[src/rtl/sdcr_pkg.sv]
package sdcr_pkg;
    localparam int DATA_W = 32;
    localparam int RSP_WORDS = 4;
    localparam int CMD_W = 16;

    // register offsets
    localparam logic [7:0] OFS_CMD  = 8'h00;
    localparam logic [7:0] OFS_ARG  = 8'h04;
    localparam logic [7:0] OFS_RSP0 = 8'h10;
    localparam logic [7:0] OFS_RSP1 = 8'h14;
    localparam logic [7:0] OFS_RSP2 = 8'h18;
    localparam logic [7:0] OFS_RSP3 = 8'h1C;
    localparam logic [7:0] OFS_STS  = 8'h20;
    localparam logic [7:0] OFS_PWR  = 8'h30;
    localparam logic [7:0] OFS_DBG  = 8'h34;
    localparam logic [7:0] OFS_CFG  = 8'h38;
    localparam logic [7:0] OFS_BCT  = 8'h3C;
    localparam logic [7:0] OFS_BLC  = 8'h50;

    // command word bits
    localparam int CB_GO    = 15;
    localparam int CB_FAIL  = 14;
    localparam int CB_BUSY  = 11;
    localparam int CB_NORSP = 10;
    localparam int CB_LONG  = 9;

    // status bits
    localparam int SB_TOUT  = 6;
    localparam int SB_BUSY  = 10;
    localparam int SB_IRQLO = 8;
    localparam int SB_IRQHI = 10;

    localparam int CFG_BUSY_EN = 10;

    localparam logic [DATA_W-1:0] DBG_RESET = 32'h0000_C60F;

    typedef struct packed {
        logic [CMD_W-1:0]                  cmd;
        logic                              pend;
        logic [RSP_WORDS*DATA_W-1:0]       rsp;
    } launch_t;
endpackage

[src/rtl/sdcr_launch.sv]
module sdcr_launch
    import sdcr_pkg::*;
(
    input  logic                        clk,
    input  logic                        rst_n,
    input  logic                        cmd_we,
    input  logic [CMD_W-1:0]            cmd_wdata,
    input  logic                        rsp_valid,
    input  logic                        rsp_err,
    input  logic [4:0]                  rsp_len,
    input  logic [RSP_WORDS*DATA_W-1:0] rsp_data,
    output logic [CMD_W-1:0]            cmd_q,
    output logic                        pend_q,
    output logic [RSP_WORDS*DATA_W-1:0] rsp_q,
    output logic                        ev_fail,
    output logic                        ev_busy
);
    launch_t st_d, st_q;
    logic    want, bad;

    always_comb begin
        st_d    = st_q;
        ev_fail = 1'b0;
        ev_busy = 1'b0;
        want    = !st_q.cmd[CB_NORSP];
        bad     = rsp_err
                | (want & ((rsp_len == 5'd0)
                         | ((rsp_len == 5'd4) & st_q.cmd[CB_LONG])
                         | ((rsp_len != 5'd4) & (rsp_len != 5'd16))));
        if (!st_q.pend) begin
            if (cmd_we) begin
                st_d.cmd  = cmd_wdata;
                st_d.pend = cmd_wdata[CB_GO];
            end
        end else if (rsp_valid) begin
            st_d.pend       = 1'b0;
            st_d.cmd[CB_GO] = 1'b0;
            if (bad) begin
                st_d.cmd[CB_FAIL] = 1'b1;
                ev_fail           = 1'b1;
            end else begin
                ev_busy = st_q.cmd[CB_BUSY];
                if (want) begin
                    if (rsp_len == 5'd4) begin
                        st_d.rsp = '0;
                        st_d.rsp[DATA_W-1:0] = rsp_data[RSP_WORDS*DATA_W-1 -: DATA_W];
                    end else begin
                        // word k takes bytes 12-4k..15-4k, i.e. lane k of the payload
                        st_d.rsp = rsp_data;
                    end
                end
            end
        end
    end

    always_ff @(posedge clk or negedge rst_n) begin
        if (!rst_n) st_q <= '0;
        else        st_q <= st_d;
    end

    assign cmd_q  = st_q.cmd;
    assign pend_q = st_q.pend;
    assign rsp_q  = st_q.rsp;
endmodule

[src/rtl/sdcr_status.sv]
module sdcr_status
    import sdcr_pkg::*;
#(
    parameter int STS_W = 11
) (
    input  logic             clk,
    input  logic             rst_n,
    input  logic             clr_we,
    input  logic [STS_W-1:0] clr_mask,
    input  logic [STS_W-1:0] set_mask,
    output logic [STS_W-1:0] sts_q,
    output logic             irq
);
    logic [STS_W-1:0] sts_d;

    always_comb begin
        sts_d = sts_q;
        if (clr_we) sts_d = sts_d & ~clr_mask;
        sts_d = sts_d | set_mask;
    end

    always_ff @(posedge clk or negedge rst_n) begin
        if (!rst_n) sts_q <= '0;
        else        sts_q <= sts_d;
    end

    assign irq = |sts_q[SB_IRQHI:SB_IRQLO];
endmodule

[src/rtl/sdcr_top.sv]
module sdcr_top
    import sdcr_pkg::*;
#(
    parameter int ADDR_W = 8,
    parameter int CFG_W  = 11,
    parameter int BLK_W  = 9,
    parameter int STS_W  = 11
) (
    input  logic                        clk,
    input  logic                        rst_n,
    input  logic                        wr_en,
    input  logic                        rd_en,
    input  logic [ADDR_W-1:0]           addr,
    input  logic [DATA_W-1:0]           wdata,
    output logic [DATA_W-1:0]           rdata,
    output logic                        req_valid,
    output logic [5:0]                  req_index,
    output logic [DATA_W-1:0]           req_arg,
    input  logic                        rsp_valid,
    input  logic                        rsp_err,
    input  logic [4:0]                  rsp_len,
    input  logic [RSP_WORDS*DATA_W-1:0] rsp_data,
    output logic                        irq
);
    typedef struct packed {
        logic [DATA_W-1:0] arg;
        logic              pwr;
        logic [DATA_W-1:0] dbg;
        logic [CFG_W-1:0]  cfg;
        logic [DATA_W-1:0] bct;
        logic [BLK_W-1:0]  blc;
    } regs_t;

    regs_t r_d, r_q;
    logic [CMD_W-1:0]            cmd_q;
    logic                        pend_q;
    logic [RSP_WORDS*DATA_W-1:0] rsp_words;
    logic                        ev_fail, ev_busy;
    logic [STS_W-1:0]            sts_q, set_mask;
    logic [DATA_W-1:0]           dbg_w;

    function automatic logic hit(input logic [ADDR_W-1:0] a, input logic [7:0] ofs);
        return a == ADDR_W'(ofs);
    endfunction

    always_comb begin
        r_d = r_q;
        if (wr_en) begin
            if (hit(addr, OFS_ARG)) r_d.arg = wdata;
            if (hit(addr, OFS_PWR)) r_d.pwr = wdata[0];
            if (hit(addr, OFS_CFG)) r_d.cfg = wdata[CFG_W-1:0];
            if (hit(addr, OFS_BCT)) r_d.bct = wdata;
            if (hit(addr, OFS_BLC)) r_d.blc = wdata[BLK_W-1:0];
            if (hit(addr, OFS_DBG)) begin
                r_d.dbg = wdata;
                if (wdata[3:0] == 4'hF) r_d.dbg[3:0] = 4'h0;
            end
        end
    end

    always_ff @(posedge clk or negedge rst_n) begin
        if (!rst_n) begin
            r_q     <= '0;
            r_q.dbg <= DBG_RESET;
        end else begin
            r_q <= r_d;
        end
    end

    sdcr_launch u_launch (
        .clk       (clk),
        .rst_n     (rst_n),
        .cmd_we    (wr_en && hit(addr, OFS_CMD)),
        .cmd_wdata (wdata[CMD_W-1:0]),
        .rsp_valid (rsp_valid),
        .rsp_err   (rsp_err),
        .rsp_len   (rsp_len),
        .rsp_data  (rsp_data),
        .cmd_q     (cmd_q),
        .pend_q    (pend_q),
        .rsp_q     (rsp_words),
        .ev_fail   (ev_fail),
        .ev_busy   (ev_busy)
    );

    always_comb begin
        set_mask          = '0;
        set_mask[SB_TOUT] = ev_fail;
        set_mask[SB_BUSY] = ev_busy & r_q.cfg[CFG_BUSY_EN];
    end

    sdcr_status #(.STS_W(STS_W)) u_status (
        .clk      (clk),
        .rst_n    (rst_n),
        .clr_we   (wr_en && hit(addr, OFS_STS)),
        .clr_mask (wdata[STS_W-1:0]),
        .set_mask (set_mask),
        .sts_q    (sts_q),
        .irq      (irq)
    );

    always_comb begin
        rdata = '0;
        if (rd_en) begin
            if      (hit(addr, OFS_CMD))  rdata = DATA_W'(cmd_q);
            else if (hit(addr, OFS_ARG))  rdata = r_q.arg;
            else if (hit(addr, OFS_RSP0)) rdata = rsp_words[0*DATA_W +: DATA_W];
            else if (hit(addr, OFS_RSP1)) rdata = rsp_words[1*DATA_W +: DATA_W];
            else if (hit(addr, OFS_RSP2)) rdata = rsp_words[2*DATA_W +: DATA_W];
            else if (hit(addr, OFS_RSP3)) rdata = rsp_words[3*DATA_W +: DATA_W];
            else if (hit(addr, OFS_STS))  rdata = DATA_W'(sts_q);
            else if (hit(addr, OFS_PWR))  rdata = DATA_W'(r_q.pwr);
            else if (hit(addr, OFS_DBG))  rdata = r_q.dbg;
            else if (hit(addr, OFS_CFG))  rdata = DATA_W'(r_q.cfg);
            else if (hit(addr, OFS_BCT))  rdata = r_q.bct;
            else if (hit(addr, OFS_BLC))  rdata = DATA_W'(r_q.blc);
        end
    end

    assign dbg_w     = r_q.dbg;
    assign req_valid = pend_q;
    assign req_index = cmd_q[5:0];
    assign req_arg   = r_q.arg;
endmodule

[config.mk]
export PLATFORM = sky130hd
export DESIGN_NAME = sdcr_top
export DESIGN_NICKNAME = d
export VERILOG_FILES = /design/src/rtl/sdcr_pkg.sv /design/src/rtl/sdcr_launch.sv /design/src/rtl/sdcr_status.sv /design/src/rtl/sdcr_top.sv
export SDC_FILE = /design/constraint.sdc
export NUM_CORES = 1
export LEC_CHECK = 0
export BUFFER_PORTS_ARGS = -buffer_cell sky130_fd_sc_hd__buf_2
export CAP_MARGIN = 20
export CORE_ASPECT_RATIO = 1.2
export CORE_UTILIZATION = 30
export CTS_BUF_LIST = sky130_fd_sc_hd__clkbuf_8
export DETAILED_ROUTE_END_ITERATION = 12
export GPL_TIMING_DRIVEN = 0
export PLACE_DENSITY = 0.51
export SLEW_MARGIN = 10
export SYNTH_ARGS = -nofsm -noshare
export SYNTH_HDL_FRONTEND = slang
export SYNTH_SLANG_ARGS = --single-unit
[constraint.sdc]
create_clock -name clk -period 3.07 [get_ports clk]
set_clock_uncertainty 0.15 [all_clocks]
set_input_delay 0.307 -clock clk [delete_from_list [all_inputs] [get_ports clk]]
set_output_delay 0.307 -clock clk [all_outputs]
set_load 0.01 [all_outputs]
==> results by group <==
Layout
  • Synth-to-Final Area Change: 35.2%
  • Fin util: 0.414
  • Non-Filler Instances: ~2400
  • Share of layout cells above drive strength 1: 0.306
  • # nets final: around 2000

GRT
  • Total GRT Usage: 0.223
  • Gr ovfl total: 0
  • Vias in the first global route: roughly 13000
  • Largest net degree at the start of global routing: 109
  • Antenna violations before repair: 4
  • Global-route wire length before repair: approximately 77000 µm

Worst setup path
  • CP Max Fanout: 10
  • Worst Path Buf+Inv: 5
  • RR Endpoint: u_launch.pend_q$_DFF_PN0_
  • Worst setup path startpoint: addr[3]
  • Critical R2R Launch: u_launch.pend_q$_DFF_PN0_
  • Crit-path max cell delay: between 300 and 400 ps
  • CP required: 2610 ps
  • Reg2Reg Setup Slack: 250 ps
  • Critical-path cell list: buf_2 > clkbuf_2 > nor4_4 > clkbuf_2 > buf_2 > nor2_1 > o21ai_1 > a31oi_1 > buf_2
  • Critical path arrival: 2520 ps
  • Worst setup SP type: input port
  • Most frequent CP cell: buf_2
  • Kind of critical path: in2out
  • Slowest stage cell, crit path: nor4_4
  • Critical path capture point type: output port
  • Crit path max-delay family: buffers and inverters
  • Critical path depth: 9
  • CP Capture Point: rdata[8]
  • R2R depth: 5

Timing
  • Worst setup margin: 93.9 ps
  • Final period util: 0.969
  • Setup TNS: 0 ps
  • Unrepaired setup endpoints after global routing: true
  • Max-slew headroom: 0.327
  • Period minus WS final: between 2000 and 3000 ps
  • Max-slew violation count: 0
  • Hold Vio Cnt, Final: 0
  • Worst Tran Pin Value: 1000 ps
  • Final setup fails: 0
  • Fmax: 336 MHz

Synthesis
  • Cell taking the most area after synthesis: dfrtp_1
  • FFs w/ async S/R, synth: 1.00
  • Netlist cell types: 50
  • #FFs+latches synth: 273
  • Sequential share of the synthesized area: 0.508
  • Synth top area share: 0.492
  • Synth Instances: ~1400
  • Syn Nets: ~1500
  • Count leader, synth: dfrtp_1
  • Synth top area cells: dfrtp_1 49%, mux2_2 11%, nand2_1 7.1%
  • Synth Flop Type: dfrtp_1
  • Cell Area, Synth: between 10000 and 15000 µm²
  • Synth Warn #: 0
  • Number of enable flip-flop cells after synthesis: 0
  • Avg Inst Size Synth: 9.92 µm²
  • Commonest cells in the netlist: 265 x dfrtp_1, 254 x nand2_1, 157 x o21ai_0

Clock network
  • Root Buffer Master: clkbuf_8
  • Num CTS Buffers: 50
  • Clk sink count: 273
  • Worst-path clk slew: around 60 ps
  • Clock latency at the later pin of the worst-skew pair: 580 ps
  • Clk buf depth: 3
  • # H-tree levels: 2
  • TritonCTS clock tree: yes

Power and ir drop
  • Lkg Pwr: 9.06 nW
  • Max VDD drop: 0.000256 V
  • Power per cell area: 436 nW/µm²

Route
  • Drt wl/cell: 21.2 µm
  • Vias: ~12000
  • Vias per Instance: 5.10
  • First drt pass iteration count: 5
  • Remaining DRCs: 0
  • Post-DRT Antenna Nets: 0
  • Initial DRC Count: 805
  • Routed wire length: 51300 µm

Placement
  • Final GP Congestion: 0.925
  • DP Cell Count: 2159
  • Detail Placement HPWL: 38000 µm
  • Pre-CTS setup slack: -687 ps
  • Port Buf Inserts: 240

Die
  • Die Span Y: 234 µm
  • Core box area: 44000 µm²
  • Initial Utilization: 0.306
  • Die width: just under 200 µm
  • Boundary Pins: 251
  • Die area: 45700 µm²
  • Rows: between 80 and 90

Hold path
  • Hold Path Class: in2reg
  • WHS Path Cells: 3

Flow run
  • Max Cap Viol: 0

Status
  • Status: finished clean
## final cells by class
cell class                      instances  area (µm²)
Inverter                                6        22.5
Tap cell                              559         699
Clock buffer                           61         840
Buffer                                145         754
Clock inverter                         28         106
Antenna cell                            3        7.51
Sequential cell                       273        6840
Fill cell                            4430       25800
Timing Repair Buffer                  411        2950
Multi-Input combinational cell        933        5990
## routing by layer
| metal | part of all wire | track usage | vias up | routed length, µm |
|---|---|---|---|---|
| met4 | 0.031 | 0.0689 | 4 | 1590 |
| met3 | 0.059 | 0.0368 | 99 | 3010 |
| li1 | - | - | 5726 | - |
| met1 | 0.42 | 0.284 | 6063 | 21700 |
| met5 | 0.00039 | 0 | - | 20 |
| met2 | 0.49 | 0.385 | 449 | 24900 |
## timing repair
| action | 4_1_cts | 5_1_grt |
|---|---|---|
| hold buffers | 162 | 0 |
| setup endpoints to repair | 32 | 36 |
| buffers inserted | 4 | 3 |
| hold endpoints to repair | 305 | 0 |
| pin swaps | 1 | 3 |
| resized for setup | 28 | 20 |
## cells in the final DEF, fill, tap and decap left out, types with 53 or more instances in the layout
| master | Yosys | final |
|---|---|---|
| clkbuf_1 | 71 | 53 |
| dlygate4sd3_1 | 0 | 162 |
| nor2_1 | 59 | 56 |
| buf_2 | 31 | 272 |
| a21oi_1 | 62 | 61 |
| clkbuf_8 | 0 | 61 |
| mux2_2 | 133 | 133 |
| nand2_1 | 254 | 254 |
| dfrtp_1 | 265 | 265 |
| o21ai_0 | 157 | 156 |
## cell families (layout without fill, tap and decap cells)
group	Yosys count	after routing	share of synthesized area
compound gates	377	377	0.169
buf+inv	152	651	0.0559
simple gates	371	371	0.117
flops	273	273	0.508
mux	185	185	0.150
other cells	0	3	0
## worst min path at each step
stage	startpoint	slack, ps	end
after global placement	u_launch.rsp_q[29]$_DFFE_PN0P_	310	u_launch.rsp_q[29]$_DFFE_PN0P_
final	wdata[2]	20	dbg_w[2]$_DFFE_PN1P_
after CTS	wdata[2]	2	dbg_w[2]$_DFFE_PN1P_
after detailed placement	rst_n	150	u_launch.rsp_q[98]$_DFFE_PN0P_
after global routing	wdata[2]	30	dbg_w[2]$_DFFE_PN1P_
after floorplan	rst_n	-140	dbg_w[11]$_DFFE_PN0P_
## metrics by stage
stage / area [µm²] / hold slack, ps / power, mW
finish: 18200 / 17.6 / 7.94
global route: 18200 / 31.0 / 8.28
detailed placement: 15400 / 145 / 4.52
floorplan: 13500 / -139 / 4.13
global placement: 15400 / 312 / 4.50
CTS: 18100 / 1.77 / 8.02
## flip-flops by register name (all words and copies together) (netlist names)
name	count
dbg_w	32
r_q	53
req_arg	32
u_launch.cmd_q	16
u_launch.pend_q	1
u_launch.rsp_q	128
u_status.sts_q	11
## where the power goes
part           internal, mW  switching, mW
combinational         0.421          0.445
sequential             3.70         0.0684
clock                  1.77           1.53
total                  5.90           2.04
## worst reg2reg max path: cells and delay by family (launching register included)
family | cells | cell delay, ps
AOI/OAI and AO/OA | 1 | 100
buffers and inverters | 2 | 1030
DFF | 1 | 470
and+or+nand+nor | 2 | 1010
No activity file was read; power rests on OpenSTA's default activity.
